File: config.mk
export PLATFORM = sky130hd
export DESIGN_NAME = alu_core
export DESIGN_NICKNAME = d
export VERILOG_FILES = /design/src/rtl/alu_pkg.sv /design/src/rtl/alu_addsub.sv /design/src/rtl/alu_shifter.sv /design/src/rtl/alu_cond_eval.sv /design/src/rtl/alu_core.sv
export SDC_FILE = /design/constraint.sdc
export NUM_CORES = 1
export LEC_CHECK = 0
export ABC_AREA = 1
export BUFFER_PORTS_ARGS = -buffer_cell sky130_fd_sc_hd__buf_2
export CAP_MARGIN = 10
export CORE_UTILIZATION = 60
export DETAILED_ROUTE_END_ITERATION = 10
export GPL_TIMING_DRIVEN = 0
export PLACE_DENSITY = 0.89
export SKIP_LAST_GASP = 1
export SYNTH_ARGS = -nofsm -noshare
export SYNTH_HDL_FRONTEND = slang
export SYNTH_SLANG_ARGS = --single-unit
File: constraint.sdc
create_clock -name vclk -period 3.7
set_clock_uncertainty 0.2 [all_clocks]
set_input_delay 0.185 -clock vclk [all_inputs]
set_output_delay 0.185 -clock vclk [all_outputs]
set_load 0.01 [all_outputs]
File: src/rtl/alu_pkg.sv
package alu_pkg;
  localparam int DATA_W = 32;
  localparam int NFLAG  = 4;
  localparam int FL_Z   = 0;
  localparam int FL_S   = 1;
  localparam int FL_OV  = 2;
  localparam int FL_CY  = 3;

  typedef enum logic [3:0] {
    OP_ADD = 4'd0,
    OP_SUB = 4'd1,
    OP_CMP = 4'd2,
    OP_OR  = 4'd3,
    OP_AND = 4'd4,
    OP_XOR = 4'd5,
    OP_NOT = 4'd6,
    OP_SHL = 4'd7,
    OP_SHR = 4'd8,
    OP_SAR = 4'd9
  } alu_op_e;

  typedef enum logic [1:0] {
    SH_LEFT = 2'd0,
    SH_RLOG = 2'd1,
    SH_RARI = 2'd2
  } sh_kind_e;

  // signed overflow of a sum: equal operand signs, result sign flipped
  function automatic logic add_ovf(input logic sa, input logic sb, input logic sr);
    return (sa == sb) && (sr != sa);
  endfunction

  // signed overflow of a difference: operand signs differ, result leaves a's sign
  function automatic logic sub_ovf(input logic sa, input logic sb, input logic sr);
    return (sa != sb) && (sr != sa);
  endfunction
endpackage

File: src/rtl/alu_addsub.sv
module alu_addsub #(
  parameter int W = 32
) (
  input  logic [W-1:0] a_i,
  input  logic [W-1:0] b_i,
  input  logic         sub_i,
  output logic [W-1:0] res_o,
  output logic         cy_o,
  output logic         ov_o
);
  import alu_pkg::*;

  logic [W:0] sum_w;
  logic [W:0] dif_w;

  assign sum_w = {1'b0, a_i} + {1'b0, b_i};
  assign dif_w = {1'b0, a_i} - {1'b0, b_i};

  always_comb begin
    if (sub_i) begin
      res_o = dif_w[W-1:0];
      cy_o  = dif_w[W];
      ov_o  = sub_ovf(a_i[W-1], b_i[W-1], dif_w[W-1]);
    end else begin
      res_o = sum_w[W-1:0];
      cy_o  = sum_w[W];
      ov_o  = add_ovf(a_i[W-1], b_i[W-1], sum_w[W-1]);
    end
  end
endmodule

File: src/rtl/alu_shifter.sv
module alu_shifter #(
  parameter int W   = 32,
  localparam int SHW = $clog2(W)
) (
  input  logic [W-1:0]    a_i,
  input  logic [SHW-1:0]  amt_i,
  input  alu_pkg::sh_kind_e kind_i,
  output logic [W-1:0]    res_o,
  output logic            cy_o,
  output logic            zero_amt_o
);
  import alu_pkg::*;

  // one guard bit beyond the word catches the last bit shifted out
  logic [W:0] left_w;
  logic [W:0] rlog_w;
  logic [W:0] rari_w;

  assign left_w = {1'b0, a_i} << amt_i;
  assign rlog_w = {a_i, 1'b0} >> amt_i;
  assign rari_w = $unsigned($signed({a_i, 1'b0}) >>> amt_i);
  assign zero_amt_o = (amt_i == '0);

  always_comb begin
    unique case (kind_i)
      SH_RLOG: begin res_o = rlog_w[W:1];   cy_o = rlog_w[0]; end
      SH_RARI: begin res_o = rari_w[W:1];   cy_o = rari_w[0]; end
      default: begin res_o = left_w[W-1:0]; cy_o = left_w[W]; end
    endcase
  end
endmodule

File: src/rtl/alu_cond_eval.sv
module alu_cond_eval #(
  parameter int NCODE = 16,
  localparam int CW   = $clog2(NCODE),
  localparam int HALF = NCODE / 2
) (
  input  logic [3:0]    flags_i,
  input  logic [CW-1:0] code_i,
  output logic          taken_o
);
  import alu_pkg::*;

  logic [HALF-1:0]  base_w;
  logic [NCODE-1:0] map_w;
  logic ov_x_s;

  assign ov_x_s    = flags_i[FL_OV] ^ flags_i[FL_S];
  assign base_w[0] = flags_i[FL_OV];
  assign base_w[1] = flags_i[FL_CY];
  assign base_w[2] = flags_i[FL_Z];
  assign base_w[3] = flags_i[FL_CY] | flags_i[FL_Z];
  assign base_w[4] = flags_i[FL_S];
  assign base_w[5] = 1'b1;
  assign base_w[6] = ov_x_s;
  assign base_w[7] = ov_x_s | flags_i[FL_Z];

  // upper half of the map mirrors the lower half inverted
  for (genvar i = 0; i < NCODE; i++) begin : g_map
    if (i < HALF) begin : g_lo
      assign map_w[i] = base_w[i];
    end else begin : g_hi
      assign map_w[i] = ~base_w[i-HALF];
    end
  end

  assign taken_o = map_w[code_i];
endmodule

File: src/rtl/alu_core.sv
module alu_core #(
  parameter int W   = alu_pkg::DATA_W,
  localparam int SHW = $clog2(W)
) (
  input  logic [W-1:0] a_i,
  input  logic [W-1:0] b_i,
  input  logic [3:0]   op_i,
  input  logic [3:0]   cond_i,
  input  logic [3:0]   flags_i,
  output logic [W-1:0] result_o,
  output logic [3:0]   flags_o,
  output logic [3:0]   flag_upd_o,
  output logic         wr_en_o,
  output logic         cond_true_o
);
  import alu_pkg::*;

  alu_op_e  op_w;
  sh_kind_e sh_kind_w;
  logic         is_sub_w;
  logic [W-1:0] as_res_w;
  logic         as_cy_w;
  logic         as_ov_w;
  logic [W-1:0] sh_res_w;
  logic         sh_cy_w;
  logic         sh_zero_w;
  logic [W-1:0] lg_res_w;

  assign op_w     = alu_op_e'(op_i);
  assign is_sub_w = (op_w == OP_SUB) || (op_w == OP_CMP);

  always_comb begin
    unique case (op_w)
      OP_SHR:  sh_kind_w = SH_RLOG;
      OP_SAR:  sh_kind_w = SH_RARI;
      default: sh_kind_w = SH_LEFT;
    endcase
  end

  alu_addsub #(.W(W)) u_addsub (
    .a_i(a_i), .b_i(b_i), .sub_i(is_sub_w),
    .res_o(as_res_w), .cy_o(as_cy_w), .ov_o(as_ov_w)
  );

  alu_shifter #(.W(W)) u_shift (
    .a_i(a_i), .amt_i(b_i[SHW-1:0]), .kind_i(sh_kind_w),
    .res_o(sh_res_w), .cy_o(sh_cy_w), .zero_amt_o(sh_zero_w)
  );

  alu_cond_eval #(.NCODE(16)) u_cond (
    .flags_i(flags_i), .code_i(cond_i), .taken_o(cond_true_o)
  );

  always_comb begin
    unique case (op_w)
      OP_OR:   lg_res_w = a_i | b_i;
      OP_AND:  lg_res_w = a_i & b_i;
      OP_XOR:  lg_res_w = a_i ^ b_i;
      default: lg_res_w = ~b_i;
    endcase
  end

  always_comb begin
    result_o   = '0;
    flags_o    = flags_i;
    flag_upd_o = '0;
    wr_en_o    = 1'b0;
    unique case (op_w)
      OP_ADD, OP_SUB, OP_CMP: begin
        result_o   = as_res_w;
        flags_o    = {as_cy_w, as_ov_w, as_res_w[W-1], as_res_w == '0};
        flag_upd_o = 4'b1111;
        wr_en_o    = (op_w != OP_CMP);
      end
      OP_OR, OP_AND, OP_XOR, OP_NOT: begin
        result_o   = lg_res_w;
        flags_o    = {flags_i[FL_CY], 1'b0, lg_res_w[W-1], lg_res_w == '0};
        flag_upd_o = 4'b0111;
        wr_en_o    = 1'b1;
      end
      OP_SHL, OP_SHR, OP_SAR: begin
        result_o   = sh_res_w;
        flags_o    = {sh_cy_w, 1'b0, sh_res_w[W-1], sh_res_w == '0};
        flag_upd_o = 4'b1111;
        wr_en_o    = 1'b1;
      end
      default: ;
    endcase
  end
endmodule

==> reports/metrics.yaml, run 1 <==
status: "did not finish"
failing_step: "5_1_grt"
tool.error: "[ERROR GRT-0116] Global routing finished with congestion. Check the congestion regions in the DRC Viewer."
grt_max_degree: 12
io_pins: 118
syn_area_per_cell_um2: 4.86
gp_congestion: 1.33
dpl.cell_count: 2628
grt_pass1_vias: 16833
postCtsHoldBufs: 0
io_buffers: 118
synth.cell_area_mm2: 0.0111
die_h_um: 138
track_usage_pct: 69.0
yosysSeqAreaShare_pct: 0
netlist_instances: 2281
synthDistinctLibCells: 48
yosysWarnings: 0
hpwlAfterDp_um: 48000
grt_pass1_wl_um: 97700
initial_core_util_pct: 61.5
die_w_um: 138
placed_cell_area_mm2: 0.0120
grt-ovfl-total: 16
num_rows: 49
dp_slack_ns: -0.460
syn-num-nets: 2458
[metrics by stage]
step                TNS [ns]  hold WS (ns)  util, %
CTS                        0         0.436     66.5
detailed placement     -2.90         0.436     66.3
global placement       -2.91         0.434     66.3
floorplan                  0         0.250        -
[synth_stat cells, types with 2 or more instances]
cell type / number / area (um^2)
and2_1: 6 / 37.5
buf_4: 14 / 105
inv_4: 2 / 12.5
nor2_4: 3 / 33.8
o21ai_1: 7 / 35.0
inv_1: 258 / 968
fa_1: 2 / 40.0
nor3_1: 21 / 105
a21boi_0: 3 / 22.5
xor2_1: 9 / 78.8
nand3_1: 404 / 2020
o221ai_1: 18 / 158
clkbuf_1: 23 / 86.3
nor2_1: 152 / 571
buf_2: 65 / 325
o21a_1: 4 / 30.0
a21oi_1: 88 / 440
o21ai_0: 74 / 370
nand4_1: 28 / 175
ha_1: 99 / 1240
buf_1: 12 / 45.0
o21bai_1: 8 / 60.1
o2111ai_1: 29 / 254
buf_6: 6 / 67.6
o211ai_1: 30 / 225
nor4_1: 2 / 12.5
nand2_2: 9 / 56.3
a21oi_2: 2 / 17.5
inv_2: 5 / 18.8
nor3_2: 2 / 20.0
nand2_1: 878 / 3300
nand2_4: 2 / 22.5
[routing by layer]
metal / track usage [%] / GRT overflow
met5: 22.8 / 0
met4: 63.3 / 7
met3: 49.7 / 0
met2: 88.2 / 9
met1: 71.2 / 0
[cell families after synthesis]
logic type | share of synthesized area, %
AND/OR/NAND/NOR | 57.7
AO/OA/AOI/OAI | 15.4
XOR/XNOR | 0.712
adder cells (fa/ha/maj) | 11.5
buffers and inverters | 14.7
[what timing repair did]
item / in CTS
setup buffers: 2
endpoints found under the setup margin: 21
pin swaps: 1
gates resized for setup: 9
==> run 2: changes to the inputs <==
Settings changed: CORE_UTILIZATION 60 to 40, PLACE_DENSITY 0.89 to not set, PLACE_DENSITY_LB_ADDON set to 0.15.
==> run 2 against run 1 <==
Against the previous run: the flow now finishes, with violations (negative setup slack); synthesized cell count stayed put; area after synthesis stayed put.
==> reports/metrics.yaml, run 2 <==
path_cells: "buf_4 > inv_1 > clkbuf_4 > buf_6 > ha_1 > clkbuf_4 > nand2_1 > nor2_1 > nand2_1 > nand2_1 > nand2_1 > nand2_1 > nand2_1 > nand2_1 > nand2_1 > nand2_1 > nand3_1 > nor2_1 > nand3_2 > nor2_1 > nand3_1 > nand3_1 > buf_2"
regArea_um2: 0
track_usage_pct: 46.2
hpwlAfterDp_um: 56000
synth_top_area_share_pct: 29.8
num_rows: 60
synthTopCellsByCount: "878 x nand2_1, 404 x nand3_1, 258 x inv_1"
status: "finished, violations left"
finalSetupViolations: 1
arrival_ns: 3.35
fin_ws_ns: -0.0363
path_buf_inv: 6
end_kind: "output pin"
synthTopCellsByArea: "nand2_1 30%, nand3_1 18%, ha_1 11%, inv_1 8.7%, nor2_1 5.2%"
antenna_found_initial: 2
path_delay_family: "simple AND/OR/NAND/NOR gates"
rsz0062_at_grt: "yes"
vias: 16925
yosysSeqAreaShare_pct: 0
critical_path_class: "input port to output pin"
pwr_density_cell_mw_per_mm2: 173
grt_pass1_vias: 16039
fin_cells: 2740
final_common_cell: "nand2_1"
syn_area_per_cell_um2: 4.86
yosysWarnings: 0
design_area_mm2: 0.0123
final_cell_mix: "868 x nand2_1, 398 x nand3_1, 257 x inv_1, 174 x buf_2, 146 x nor2_1"
netlist_instances: 2281
grt_max_degree: 21
nets: 2578
slowest_delay_ns: 0.28
antenna_left: 0
cap_viol_max_count: 0
hold_violations: 0
drc_errors: 0
grt-ovfl-total: 0
placed_cell_area_mm2: 0.0121
drt_iter0_markers: 2314
peakVddDrop_v: 0.0000801
num_antenna_cells: 0
drive_gt1_share_pct: 11.1
critPathRequiredTime_ns: 3.31
dp_slack_ns: -0.856
synth.cell_area_mm2: 0.0111
io_buffers: 118
slew_headroom_pct: 36.3
worst_pin_slew_ns: 0.955
core_area_mm2: 0.0270
nFlopsAndLatches: 0
drv_slew: 0
p_total_w: 0.00213
wl_um: 67500
via_per_inst: 6.18
dieArea_mm2: 0.0284
fin_crit_sh_pct: 101
grt_pass1_wl_um: 97300
io_pins: 118
area_growth_pct: 11.0
multi_input_area_mm2: 0.00957
failed_checks: "negative setup slack"
die_w_um: 168
layout_min_cycle_time_ns: 3.74
gp_congestion: 1.12
dpl.cell_count: 2740
fmax_mhz: 268
clkbuf_count: 0
initial_core_util_pct: 41.0
die_h_um: 168
crit_path_frequent_cell: "nand2_1"
synth.most_common_cell: "nand2_1"
yosysTopAreaCell: "nand2_1"
hp-class: "input port to output pin"
drt_first_pass_iters: 7
postCtsHoldBufs: 0
syn-num-nets: 2458
routedWlPerCell_um: 24.6
crit_slowest_cell: "ha_1"
critPathLaunchType: "input port"
p_leak_nw: 6.91
fillCellCount: 3251
finalSetupTns_ns: -0.0363
synthDistinctLibCells: 48
path_max_fanout: 11
-- run 2: cell counts after synthesis --
No cell type changed its count.
-- run 2: final timing paths --
kind,startpoint,slack (ns),end,depth (start not counted)
max,b_i[4],-0.04,flags_o[0],23
min,cond_i[3],0.45,cond_true_o,3
-- run 2: layout make-up --
class	instances	area share (%)
repair buffers	122	5.11
multi-input cells	1896	77.9
plain buffers	116	5.37
well taps	341	3.47
inverters	265	8.18
-- run 2: power breakdown --
part / switching (W) / internal (W)
Sequential: 0 / 0
Combinational: 0.00153 / 0.000598
Clock: 0 / 0
Total: 0.00153 / 0.000598
-- run 2: tightest hold or removal path, stage by stage --
cell and delay (ns):
buf_2 0.09, xor2_1 0.06, buf_2 0.13
-- run 2: kinds of logic (layout without fill, tap and decap cells) --
family	after synthesis	in the layout	synth area share, %
xor+xnor	9	9	0.712
simple gates	1512	1512	57.7
compound gates	274	274	15.4
fa+ha+maj	101	101	11.5
buf+inv	385	503	14.7
-- run 2: per-layer routing --
metal  part of all wire, %  track usage [%]  vias up
met4                   9.4             37.7        0
met3                    11             8.04      330
met5                     0                0        -
met2                    44             75.6     1206
li1                      -                -     7698
met1                    35             52.9     7691
-- run 2: timing repair --
item | CTS | global route
buffers inserted | 1 | 3
pin swaps | 2 | 1
setup endpoints to repair | 32 | 11
endpoints found under the hold margin | 0 | 0
gates resized for setup | 28 | 30
-- run 2: through the flow --
| step | utilization [%] | hold slack [ns] |
|---|---|---|
| 2_1_floorplan | - | 0.250 |
| 5_1_grt | 45.5 | 0.455 |
| 4_1_cts | 45.0 | 0.442 |
| 3_5_place_dp | 44.8 | 0.443 |
| 6_report | 45.5 | 0.451 |
| 3_3_place_gp | 44.8 | 0.434 |
Note: power is estimated with default switching activity, not from simulation.
==> run 3: changes to the inputs <==
Settings changed: ABC_CLOCK_PERIOD_IN_PS set to 3700, CORE_MARGIN set to 2, PLACE_DENSITY set to 0.69, PLACE_DENSITY_LB_ADDON 0.15 to not set.
==> run 3 against run 2 <==
Against the previous run: routed wire length grew 0.87%; power grew 0.78%; combinational power is essentially flat; the run now ends clean.
==> reports/metrics.yaml, run 3 (synthesis results as in run 2) <==
grt-ovfl-total: 0
critPathRequiredTime_ns: 3.31
track_usage_pct: 46.2
rsz0062_at_grt: "no"
io_pins: 118
dieArea_mm2: 0.0290
hp-class: "input port to output pin"
multi_input_area_mm2: 0.00962
final_common_cell: "nand2_1"
dp_slack_ns: -0.750
peakVddDrop_v: 0.0000932
regArea_um2: 0
postCtsHoldBufs: 0
slew_headroom_pct: 42.0
finalSetupViolations: 0
antenna_found_initial: 1
clkbuf_count: 0
crit_slowest_cell: "a21oi_1"
cap_viol_max_count: 0
drc_errors: 0
wl_um: 68100
drt_first_pass_iters: 9
route.met2.wl_um: 29000
wl_met3_um: 8270
grt_pass1_vias: 15763
p_leak_nw: 6.93
fin_ws_ns: 0.0863
die_h_um: 170
final_util_pct: 45.8
antenna_left: 0
arrival_ns: 3.23
vias: 16914
layout_min_cycle_time_ns: 3.61
whs_ns: 0.438
core_area_mm2: 0.0271
num_rows: 60
hpwlAfterDp_um: 56900
fillCellCount: 3205
final_cell_mix: "866 x nand2_1, 395 x nand3_1, 255 x inv_1, 174 x buf_2, 142 x nor2_1"
via_per_inst: 6.10
nets: 2580
num_antenna_cells: 0
gp_congestion: 1.10
path_cells: "clkbuf_4 > inv_1 > buf_6 > buf_8 > ha_1 > clkbuf_4 > nand2_1 > nor3_1 > nand4_1 > nand3_1 > nand2_1 > nand2_1 > nand2_1 > a21oi_1 > a221o_1 > buf_2"
status: "completed"
crit_path_frequent_cell: "nand2_1"
path_max_fanout: 11
end_kind: "output pin"
hold_violations: 0
dpl.cell_count: 2771
slowest_delay_ns: 0.50
initial_core_util_pct: 40.9
grt_max_degree: 21
fin_cells: 2773
routedWlPerCell_um: 24.5
met1Wirelength_um: 24800
drt_iter0_markers: 2429
io_buffers: 118
drive_gt1_share_pct: 11.9
die_w_um: 170
pwr_density_cell_mw_per_mm2: 173
routed.top_layer: "met5"
drv_slew: 0
fin_crit_sh_pct: 97.7
grt_pass1_wl_um: 99200
critical_path_class: "input port to output pin"
worst_pin_slew_ns: 0.870
fmax_mhz: 277
area_growth_pct: 11.9
nFlopsAndLatches: 0
critPathLaunchType: "input port"
run 3: changes by cell type in the layout (fill, tap and decap cells not counted), moves of 2 or more:
cell,previous run,this run
a21oi_2,4,6
inv_1,257,255
nand2_1,868,866
nand2_2,18,21
nand3_1,398,395
nand3_4,1,3
nor2_1,146,142
nor2_2,6,10
nor3_1,20,18
nor3_2,3,5
run 3: timing repair:
action                                  CTS  global route
buffers inserted                          3             3
resized for setup                        19            57
endpoints found under the setup margin   30            13
pin swaps                                 1             2
run 3: power by group:
| group | leakage, nW | switching, W | total, W | internal [W] |
|---|---|---|---|---|
| registers | 0 | 0 | 0 | 0 |
| logic | 6.93 | 0.00154 | 0.00215 | 0.000605 |
| clock network | 0 | 0 | 0 | 0 |
| total | 6.93 | 0.00154 | 0.00215 | 0.000605 |
run 3: path summary, 6_finish.rpt:
kind	from	to	slack [ns]	depth (start not counted)
setup / recovery	b_i[4]	result_o[18]	0.09	16
hold / removal	cond_i[3]	cond_true_o	0.44	3
run 3: routing by layer:
layer,track usage (%),vias to the layer above
met4,32.9,2
met2,72.4,1200
met3,11.1,318
li1,-,7719
met1,55.3,7675
met5,0,-
run 3: critical path, delay by kind of cell:
kind,cells,cell delay [ns]
AO/OA/AOI/OAI,2,0.75
adder cells (fa/ha/maj),1,0.27
buffers and inverters,6,0.94
AND/OR/NAND/NOR,7,1.08
run 3: cell type report:
cell class,instances,area share (%)
Inverter,265,8.14
Multi-Input combinational cell,1896,77.6
Tap cell,372,3.75
Buffer,116,5.29
Timing Repair Buffer,124,5.22
run 3: through the flow:
stage | setup TNS, ns | cell area (um^2) | power [W]
floorplan | 0 | 11100 | 0.00125
global placement | -11.65 | 12100 | 0.00198
detailed placement | -10.06 | 12100 | 0.00199
CTS | 0 | 12200 | 0.00201
global route | 0 | 12400 | 0.00230
finish | 0 | 12400 | 0.00215
==> run 4: changes to the inputs <==
Settings changed: ABC_AREA 1 to not set.
==> run 4 against run 3 <==
Against the previous run: the run now ends with negative setup slack left; die area is 11% lower; sequential share of layout area stayed put; critical path depth is 2 lower; final area is 2.1% higher; flip-flop and latch count stayed put; global-route usage is 6.0 points lower.
==> reports/metrics.yaml, run 4 <==
status: "finished, violations left"
failed_checks: "negative setup slack"
core_area_mm2: 0.0242
hold_violations: 0
intPower_w: 0.000935
worstHoldPathCells: 3
final_cell_mix: "125 x nor2_1, 122 x buf_2, 104 x nand2_1, 95 x inv_1, 95 x buf_4"
synthTopCellsByCount: "133 x nor2_1, 108 x nand2_1, 100 x a21oi_1, 100 x inv_1, 99 x ha_1"
fmax_mhz: 233
min_from: "cond_i[3]"
initial_core_util_pct: 40.5
swShare_pct: 61.0
track_usage_pct: 40.2
worst_pin_slew_ns: 1.06
syn_area_per_cell_um2: 7.16
num_antenna_cells: 0
min_to: "cond_true_o"
io_buffers: 117
area_growth_pct: 28.8
cap_viol_max_count: 0
critPathLaunchType: "input port"
nFlopsAndLatches: 0
drt_iter0_markers: 1686
gp_congestion: 1.05
arrival_ns: 3.90
pwr_density_cell_mw_per_mm2: 189
peakVddDrop_v: 0.000100
p_comb_share_pct: 100.0
synth.most_common_cell: "nor2_1"
critical_path_class: "input port to output pin"
fin_ws_ns: -0.583
via_per_inst: 6.96
yosysWarnings: 0
synth.cell_area_mm2: 0.00983
critPathRequiredTime_ns: 3.31
end_kind: "output pin"
antenna_left: 0
vias: 13133
wl_um: 55200
regArea_um2: 0
path_max_fanout: 10
syn-num-nets: 1549
final_common_cell: "nor2_1"
slew_headroom_pct: 29.3
finalSetupViolations: 11
grt_pass1_vias: 12224
switchingPower_w: 0.00146
clkbuf_count: 0
yosysSeqAreaShare_pct: 0
dieArea_mm2: 0.0258
fin_cells: 1887
synthTopCellsByArea: "mux4_2 17%, ha_1 13%, mux2i_1 7.0%, a21oi_1 5.1%, nor2_1 5.1%"
fin_crit_sh_pct: 116
layout_min_cycle_time_ns: 4.28
io_pins: 118
clkPwrFrac_pct: 0
antenna_found_initial: 0
synthDistinctLibCells: 71
drt_first_pass_iters: 6
drc_errors: 0
grt_pass1_wl_um: 78600
final_util_pct: 52.2
postCtsHoldBufs: 0
die_h_um: 161
nets: 1742
grt_max_degree: 12
rsz0062_at_grt: "yes"
grt-ovfl-total: 0
die_w_um: 161
yosysTopAreaCell: "mux4_2"
seqPwrFrac_pct: 0
hp-class: "input port to output pin"
num_rows: 57
dpl.cell_count: 1813
p_leak_nw: 5.37
synth_top_area_share_pct: 17.0
hpwlAfterDp_um: 43400
drv_slew: 0
routedWlPerCell_um: 29.2
netlist_instances: 1372
drive_gt1_share_pct: 32.0
[run 4: cell count changes in the layout (fill, tap and decap cells not counted), sizes merged, moves of 36 or more]
cell	change
mux2i	+69
mux4	+75
inv	-166
nand3	-377
clkbuf	+36
nand2	-781
o22ai	+41
a31oi	+52
[run 4: worst max path at each step]
stage / cells past startpoint / slack, ns / endpoint / start
after detailed placement: 18 / -1.99 / flags_o[0] / b_i[4]
after global routing: 17 / -0.69 / flags_o[0] / b_i[4]
after global placement: 18 / -2.10 / flags_o[0] / b_i[4]
final: 14 / -0.58 / flags_o[0] / b_i[1]
after CTS: 20 / -0.65 / flags_o[0] / b_i[4]
after floorplan: 17 / 0.003 / flags_o[0] / b_i[3]
[run 4: layout make-up]
type	count	area (um^2)
Timing Repair Buffer	203	1300
Tap cell	324	405
Fill cell	2412	11600
Inverter	103	427
Buffer	105	669
Multi-Input combinational cell	1152	9850
[run 4: worst max-delay path, cell delays in order]
cell,delay (ns)
buf_12,0.10
buf_12,0.10
buf_4,0.23
buf_2,0.31
mux4_2,0.41
mux4_2,0.46
a22o_1,0.34
a222oi_1,0.58
and3b_1,0.26
nand4_1,0.17
nor4_2,0.24
a31oi_1,0.21
o41ai_4,0.09
buf_2,0.18
[run 4: layer usage]
| layer | vias up | part of all wire, % | GRT usage (%) |
|---|---|---|---|
| met5 | - | 0 | 0 |
| met4 | 0 | 8.3 | 23.9 |
| met3 | 236 | 10 | 5.60 |
| met2 | 976 | 45 | 66.1 |
| met1 | 6330 | 37 | 50.3 |
| li1 | 5591 | - | - |
[run 4: per-stage QoR]
| stage | hold WS [ns] | instance area, um^2 | TNS [ns] | worst slack [ns] | total power, W |
|---|---|---|---|---|---|
| 4_1_cts | 0.437 | 12000 | -3.16 | -0.654 | 0.00214 |
| 6_report | 0.444 | 12700 | -2.20 | -0.583 | 0.00240 |
| 3_5_place_dp | 0.437 | 10900 | -37.00 | -1.99 | 0.00191 |
| 3_3_place_gp | 0.435 | 10900 | -40.43 | -2.10 | 0.00193 |
| 5_1_grt | 0.449 | 12700 | -3.31 | -0.686 | 0.00249 |
| 2_1_floorplan | 0.250 | 9940 | 0 | 0.00271 | 0.00124 |
[run 4: power groups by stage]
stage	sequential (W)	clock (W)	combinational [W]
2_1_floorplan	0	0	0.00124
3_3_place_gp	0	0	0.00193
3_5_place_dp	0	0	0.00191
4_1_cts	0	0	0.00214
5_1_grt	0	0	0.00249
6_report	0	0	0.00240
[run 4: cells by family (layout without fill, tap and decap cells)]
kind of cell / after synthesis / in the layout / share of synthesized area (%)
compound gates: 467 / 467 / 30.9
simple gates: 398 / 398 / 18.8
buf+inv: 220 / 411 / 9.15
mux: 151 / 151 / 25.1
fa+ha+maj: 101 / 101 / 13.0
xor+xnor: 35 / 35 / 3.12
[run 4: what timing repair did]
action	CTS	global route
setup endpoints to repair	36	30
setup buffers	39	47
pin swaps	46	52
hold endpoints to repair	0	0
resized for setup	170	133
